==> src/rtl/xps_pkg.sv <==
package xps_pkg;
  typedef enum logic [1:0] {
    PS_P0  = 2'b00,
    PS_P0S = 2'b01,
    PS_P1  = 2'b10,
    PS_P2  = 2'b11
  } pstate_e;

  localparam int unsigned DIRS = 2;  // tx, rx
endpackage

==> src/rtl/xps_tick_gen.sv <==
module xps_tick_gen #(
  parameter int unsigned DIV_W = 4
) (
  input  logic             clk_i,
  input  logic             rst_ni,
  input  logic [DIV_W-1:0] div_i,
  output logic             tick_o
);
  logic [DIV_W-1:0] cnt_q;
  logic [DIV_W-1:0] lim;

  // zero divider behaves as one: tick every cycle
  assign lim    = (div_i == '0) ? '0 : div_i - 1'b1;
  assign tick_o = (cnt_q >= lim);

  always_ff @(posedge clk_i or negedge rst_ni) begin
    if (!rst_ni)     cnt_q <= '0;
    else if (tick_o) cnt_q <= '0;
    else             cnt_q <= cnt_q + 1'b1;
  end
endmodule

==> src/rtl/xps_req_decode.sv <==
module xps_req_decode (
  input  logic       pcie_en_i,
  input  logic       elec_idle_i,
  input  logic       disp_mode_i,
  input  logic       disp_val_i,
  input  logic [1:0] tx_req_i,
  input  logic [1:0] rx_req_i,
  output logic [1:0] tx_req_o,
  output logic [1:0] rx_req_o
);
  import xps_pkg::*;

  logic pd_hit;

  assign pd_hit   = pcie_en_i & elec_idle_i & disp_mode_i & ~disp_val_i;
  assign tx_req_o = pd_hit ? PS_P2 : tx_req_i;
  assign rx_req_o = pd_hit ? PS_P2 : rx_req_i;
endmodule

==> src/rtl/xps_dir_seq.sv <==
module xps_dir_seq #(
  parameter int unsigned CNT_W = 8
) (
  input  logic             clk_i,
  input  logic             rst_ni,
  input  logic             tick_i,
  input  logic             off_i,
  input  logic [1:0]       req_i,
  input  logic [CNT_W-1:0] to_p2_i,
  input  logic [CNT_W-1:0] from_p2_i,
  input  logic [CNT_W-1:0] other_i,
  output logic [1:0]       state_o,
  output logic             done_o,
  output logic             ready_o
);
  import xps_pkg::*;

  localparam logic [CNT_W-1:0] ONE = CNT_W'(1);

  pstate_e          cur_q, tgt_q, req;
  logic             busy_q, rec_q, done_q;
  logic [CNT_W-1:0] cnt_q, dur;
  logic             last;

  assign req     = pstate_e'(req_i);
  assign ready_o = ~off_i & ~rec_q;
  assign state_o = cur_q;
  assign done_o  = done_q;
  assign last    = (cnt_q <= ONE);  // 0 and 1 both finish on this tick

  always_comb begin
    if (req == PS_P2)        dur = to_p2_i;
    else if (cur_q == PS_P2) dur = from_p2_i;
    else                     dur = other_i;
  end

  always_ff @(posedge clk_i or negedge rst_ni) begin
    if (!rst_ni) begin
      cur_q  <= PS_P0;
      tgt_q  <= PS_P0;
      busy_q <= 1'b0;
      rec_q  <= 1'b0;
      done_q <= 1'b0;
      cnt_q  <= '0;
    end else begin
      done_q <= 1'b0;
      if (off_i) begin
        // abandon any change, arm recovery
        busy_q <= 1'b0;
        rec_q  <= 1'b1;
        cnt_q  <= other_i;
      end else if (rec_q) begin
        if (tick_i) begin
          if (last) begin
            rec_q <= 1'b0;
            cnt_q <= '0;
          end else begin
            cnt_q <= cnt_q - 1'b1;
          end
        end
      end else if (busy_q) begin
        if (tick_i) begin
          if (last) begin
            cur_q  <= tgt_q;
            busy_q <= 1'b0;
            done_q <= 1'b1;
            cnt_q  <= '0;
          end else begin
            cnt_q <= cnt_q - 1'b1;
          end
        end
      end else if (req != cur_q) begin
        busy_q <= 1'b1;
        tgt_q  <= req;
        cnt_q  <= dur;
      end
    end
  end
endmodule

==> src/rtl/xps_pwr_seq.sv <==
module xps_pwr_seq #(
  parameter int unsigned NCH   = 2,
  parameter int unsigned DIV_W = 4,
  parameter int unsigned CNT_W = 8
) (
  input  logic                      clk_i,
  input  logic                      rst_ni,
  input  logic [DIV_W-1:0]          div_i,
  input  logic                      pll_pd_i,
  input  logic                      refclk_pd_ni,
  input  logic [NCH-1:0][1:0]       tx_pd_i,
  input  logic [NCH-1:0][1:0]       rx_pd_i,
  input  logic [NCH-1:0]            pcie_en_i,
  input  logic [NCH-1:0]            tx_elec_idle_i,
  input  logic [NCH-1:0]            tx_disp_mode_i,
  input  logic [NCH-1:0]            tx_disp_val_i,
  input  logic [NCH-1:0][CNT_W-1:0] to_p2_ticks_i,
  input  logic [NCH-1:0][CNT_W-1:0] from_p2_ticks_i,
  input  logic [NCH-1:0][CNT_W-1:0] other_ticks_i,
  output logic [NCH-1:0][1:0]       tx_state_o,
  output logic [NCH-1:0][1:0]       rx_state_o,
  output logic [NCH-1:0]            tx_done_o,
  output logic [NCH-1:0]            rx_done_o,
  output logic [NCH-1:0]            tx_ready_o,
  output logic [NCH-1:0]            rx_ready_o
);
  import xps_pkg::*;

  localparam int unsigned NU = NCH * DIRS;  // unit k = ch*2 + dir, dir 0 = tx

  logic                tick;
  logic                off;
  logic [NU-1:0][1:0]  u_req;
  logic [NU-1:0][1:0]  u_state;
  logic [NU-1:0]       u_done;
  logic [NU-1:0]       u_ready;

  assign off = pll_pd_i | ~refclk_pd_ni;

  xps_tick_gen #(.DIV_W(DIV_W)) u_tick (
    .clk_i  (clk_i),
    .rst_ni (rst_ni),
    .div_i  (div_i),
    .tick_o (tick)
  );

  for (genvar c = 0; c < NCH; c++) begin : g_ch
    xps_req_decode u_dec (
      .pcie_en_i   (pcie_en_i[c]),
      .elec_idle_i (tx_elec_idle_i[c]),
      .disp_mode_i (tx_disp_mode_i[c]),
      .disp_val_i  (tx_disp_val_i[c]),
      .tx_req_i    (tx_pd_i[c]),
      .rx_req_i    (rx_pd_i[c]),
      .tx_req_o    (u_req[c*DIRS]),
      .rx_req_o    (u_req[c*DIRS+1])
    );

    for (genvar d = 0; d < DIRS; d++) begin : g_dir
      xps_dir_seq #(.CNT_W(CNT_W)) u_seq (
        .clk_i     (clk_i),
        .rst_ni    (rst_ni),
        .tick_i    (tick),
        .off_i     (off),
        .req_i     (u_req[c*DIRS+d]),
        .to_p2_i   (to_p2_ticks_i[c]),
        .from_p2_i (from_p2_ticks_i[c]),
        .other_i   (other_ticks_i[c]),
        .state_o   (u_state[c*DIRS+d]),
        .done_o    (u_done[c*DIRS+d]),
        .ready_o   (u_ready[c*DIRS+d])
      );
    end

    assign tx_state_o[c] = u_state[c*DIRS];
    assign rx_state_o[c] = u_state[c*DIRS+1];
    assign tx_done_o[c]  = u_done[c*DIRS];
    assign rx_done_o[c]  = u_done[c*DIRS+1];
    assign tx_ready_o[c] = u_ready[c*DIRS];
    assign rx_ready_o[c] = u_ready[c*DIRS+1];
  end
endmodule

==> config.mk <==
export PLATFORM = sky130hd
export DESIGN_NAME = xps_pwr_seq
export DESIGN_NICKNAME = d
export VERILOG_FILES = /design/src/rtl/xps_pkg.sv /design/src/rtl/xps_tick_gen.sv /design/src/rtl/xps_req_decode.sv /design/src/rtl/xps_dir_seq.sv /design/src/rtl/xps_pwr_seq.sv
export SDC_FILE = /design/constraint.sdc
export NUM_CORES = 1
export LEC_CHECK = 0
export BUFFER_PORTS_ARGS = -buffer_cell sky130_fd_sc_hd__buf_4
export CAP_MARGIN = 20
export CORE_MARGIN = 4
export CORE_UTILIZATION = 55
export DETAILED_ROUTE_END_ITERATION = 10
export PLACE_DENSITY = 0.79
export SLEW_MARGIN = 20
export SYNTH_ARGS = -nofsm -noshare
export SYNTH_HDL_FRONTEND = slang
export SYNTH_SLANG_ARGS = --single-unit
==> constraint.sdc <==
create_clock -name clk_i -period 2.57 [get_ports clk_i]
set_input_delay 0.3855 -clock clk_i [delete_from_list [all_inputs] [get_ports clk_i]]
set_output_delay 0.3855 -clock clk_i [all_outputs]
set_load 0.03 [all_outputs]
==> results.py <==
metrics = {
    "finish": {
        "drive_above_1_share": 0.2221,
        "fillers": 755,
        "post-route-util": 0.7015,
        "final_area_sq_um": 6147,
        "fin_cells": 842,
        "n_antenna_cell": 0,
        "areaGrowthSynthToFinish_pct": 23.13,
        "nets": 815,
    },
    "sta": {
        "setup_viol": 0,
        "fmax_mhz": 424.8,
        "whs_ps": 122.5,
        "fin_crit_ps": 2354,
        "drv_slew": 0,
        "tns_ps": 0,
        "finalWorstSetupSlack_ps": 215.9,
        "rsz0062_at_grt": "false",
        "finClkSkew_ps": 14.23,
        "relSlewSlack": 0.4515,
        "fin_crit_sh": 0.9160,
        "worstMarginPinSlew_ps": 822.7,
        "hold_viol": 0,
    },
    "route": {
        "drc": 0,
        "dr.pass1.iters": 6,
        "vias_per_cell": 6.523,
        "wl_mm": 15.83,
        "routedWlPerCell_um": 18.80,
        "ant_nets": 0,
        "drt_iter0_drc": 521,
        "vias": 5492,
    },
    "synthesis": {
        "synth_area_leaders": "dfrtp_1 32%, nor2_1 6.6%, nand2_1 4.8%",
        "postSynth.asyncResetShare": 1.000,
        "synth_edf_count": 0,
        "synth_compound_area_frac": 0.2607,
        "ys_types": 73,
        "synth-seq-cells": 64,
        "synth_top_area_frac": 0.3208,
        "synth_xor_area_frac": 0.01053,
        "yosysWarnings": 0,
        "synth_flop_cell": "dfrtp_1",
        "synthAdderAreaFrac": 0.03258,
        "synthSimpleGateAreaFrac": 0.2622,
        "ys_seq_area_frac": 0.3208,
        "netlist_area_sq_um": 4992,
        "synth_mux_area_frac": 0.06441,
        "syn_inst": 628,
        "synth_top_family_by_area": "simple AND/OR/NAND/NOR gates",
        "avgSynthCellArea_sq_um": 7.950,
        "synthesis.nets": 713,
        "synth.largest_area_cell": "dfrtp_1",
    },
    "clock_tree": {
        "post_cts_resize_count": 0,
        "cts_buffers": 9,
        "cts.sinks": 64,
        "postCtsSetupBuffers": 0,
        "clock_path_buffers": 2,
        "cts_tree": "yes",
        "htreeDepth": 3,
        "root_buffer": "clkbuf_8",
        "cts_hold_buf": 0,
        "clock_latency_ps": 340,
        "clk_pin_slew_worst_paths_ps": 70,
    },
    "pwr": {
        "ir_worst_vdd_uv": 342.1,
        "finalPower_mw": 3.447,
        "leakage_nw": 2.837,
        "power_density_nw_per_um2": 560.7,
    },
    "floorplanning": {
        "fp.dieW_um": 103.3,
        "pin_count": 88,
        "die-area_sq_um": 10660,
        "die_h_um": 103.3,
        "coreArea_sq_um": 8763,
        "rows": 34,
        "start_util": 0.5697,
    },
    "placement": {
        "pre_cts_ws_ps": -117.7,
        "place_congestion": 0.9786,
        "io_buffers": 87,
        "dpl_cell_area_sq_um": 5927,
        "dp_hpwl_mm": 12.01,
        "placed_cells": 827,
    },
    "critical_path": {
        "worstSetupStartpointType": "input pin",
        "cp-end-kind": "flip-flop",
        "ff2ff_setup_slack_ps": 310,
        "cp.arrival_ps": 2570,
        "r2r_cells": 5,
        "r2r_end": "g_ch[0].g_dir[0].u_seq.state_o[0]$_DFFE_PN0P_",
        "path_max_fanout": 6,
        "crit_type": "input pin to flip-flop",
        "rr_startpoint": "g_ch[0].g_dir[0].u_seq.cnt_q[5]$_DFFE_PN0P_",
        "cp.required_ps": 2780,
    },
    "global_route": {
        "gr-usage-all-layers": 0.3035,
        "grt_pass1_wl_mm": 25.53,
        "grt_max_degree": 65,
        "grt_pass1_vias": 5089,
        "grt-ovfl-total": 0,
        "antenna_found_initial": 0,
    },
    "run": {
        "maxCapViolCount": 0,
    },
    "hold_path": {
        "min_path_type": "input pin to asynchronous set/reset pin",
    },
    "outcome": {
        "outcome": "complete, no violations",
    },
}
## worst max-delay path: stages
cell	delay, ps
buf_4	110
or2_2	300
nor3b_1	200
a21oi_1	70
ha_1	280
o21ai_0	220
nand2b_1	110
nand2_1	140
nor2_2	70
buf_4	180
nand3_1	160
mux2_1	340
## power breakdown
group / leakage (nW) / internal, mW / total (mW) / switching, mW
clock: 0.112 / 0.594 / 0.991 / 0.397
combinational: 1.94 / 0.549 / 1.24 / 0.689
sequential: 0.785 / 1.11 / 1.22 / 0.113
## cell usage in the layout, fill, tap and decap left out, types with 5 or more instances in the layout
cell type / instances
mux2i_1: 19
nand3_1: 36
and3_1: 6
a311oi_1: 6
nor4_1: 9
a211oi_1: 16
dfrtp_1: 64
buf_4: 127
nor2_1: 88
a221oi_1: 5
o31ai_1: 10
o21ai_0: 25
nand2_1: 64
inv_1: 18
clkbuf_8: 11
ha_1: 13
a31oi_1: 13
or2_2: 5
o211ai_1: 13
nor3_1: 15
or3_1: 7
a21oi_1: 44
mux2_2: 5
nand4_1: 9
o21ai_1: 7
## synth_stat cells, types with 5 or more instances
cell type  count
inv_1         18
dfrtp_1       64
mux2_2         5
nand2_1       64
o21ai_0       25
a21oi_1       44
clkbuf_1      22
and3_1         6
mux2i_1       19
o21ai_1        7
buf_4          8
or3_1          7
nor3_1        15
ha_1          13
nor4_1         9
a211oi_1      16
nand4_1        9
buf_2          6
or2_2          5
o31ai_1       10
a311oi_1       6
nor2_1        88
a31oi_1       13
a221oi_1       5
o211ai_1      13
nand3_1       36
## how the worst max path moves through the flow
stage              from                                       endpoint  depth (start not counted)
3_3_place_gp   div_i[0]    g_ch[1].g_dir[0].u_seq.cnt_q[6]$_DFFE_PN0P_                         12
6_report       div_i[0]  g_ch[1].g_dir[1].u_seq.state_o[0]$_DFFE_PN0P_                         12
5_1_grt        div_i[0]    g_ch[1].g_dir[0].u_seq.cnt_q[7]$_DFFE_PN0P_                         12
2_1_floorplan  div_i[0]    g_ch[1].g_dir[1].u_seq.cnt_q[1]$_DFFE_PN0P_                         11
4_1_cts        div_i[0]    g_ch[0].g_dir[1].u_seq.cnt_q[2]$_DFFE_PN0P_                         12
3_5_place_dp   div_i[0]    g_ch[1].g_dir[0].u_seq.cnt_q[6]$_DFFE_PN0P_                         12
## registers in the layout, indices dropped and copies added (netlist names)
signal,cells
g_ch.g_dir.u_seq.done_o,4
g_ch.g_dir.u_seq.tgt_q,8
g_ch.g_dir.u_seq.rec_q,4
u_tick.cnt_q,4
g_ch.g_dir.u_seq.busy_q,4
g_ch.g_dir.u_seq.state_o,8
g_ch.g_dir.u_seq.cnt_q,32
## metal layers
metal	track usage	wire length [um]
met1	0.4530	7019
met2	0.4460	7124
met3	0.05433	1445
met4	0.09562	238
met5	0	0
## cells by family (layout without fill, tap and decap cells)
logic type / Yosys count / in the layout
DFF: 64 / 64
and+or+nand+nor: 269 / 269
AOI/OAI and AO/OA: 191 / 191
adders and majority gates: 13 / 13
xor gates and xnor gates: 6 / 6
muxes: 30 / 30
buffers and inverters: 55 / 161
## area by class of cell
type	count	area, sq um	share of cell area
flip-flops and latches	64	1602	0.2605
inverters	18	67.56	0.01099
clock inverters	3	65.06	0.01058
repair buffers	128	973.4	0.1584
clock buffers	12	155.1	0.02524
multi-input cells	509	3149	0.5123
well taps	108	135.1	0.02198
No activity file was read; power rests on OpenSTA's default activity.
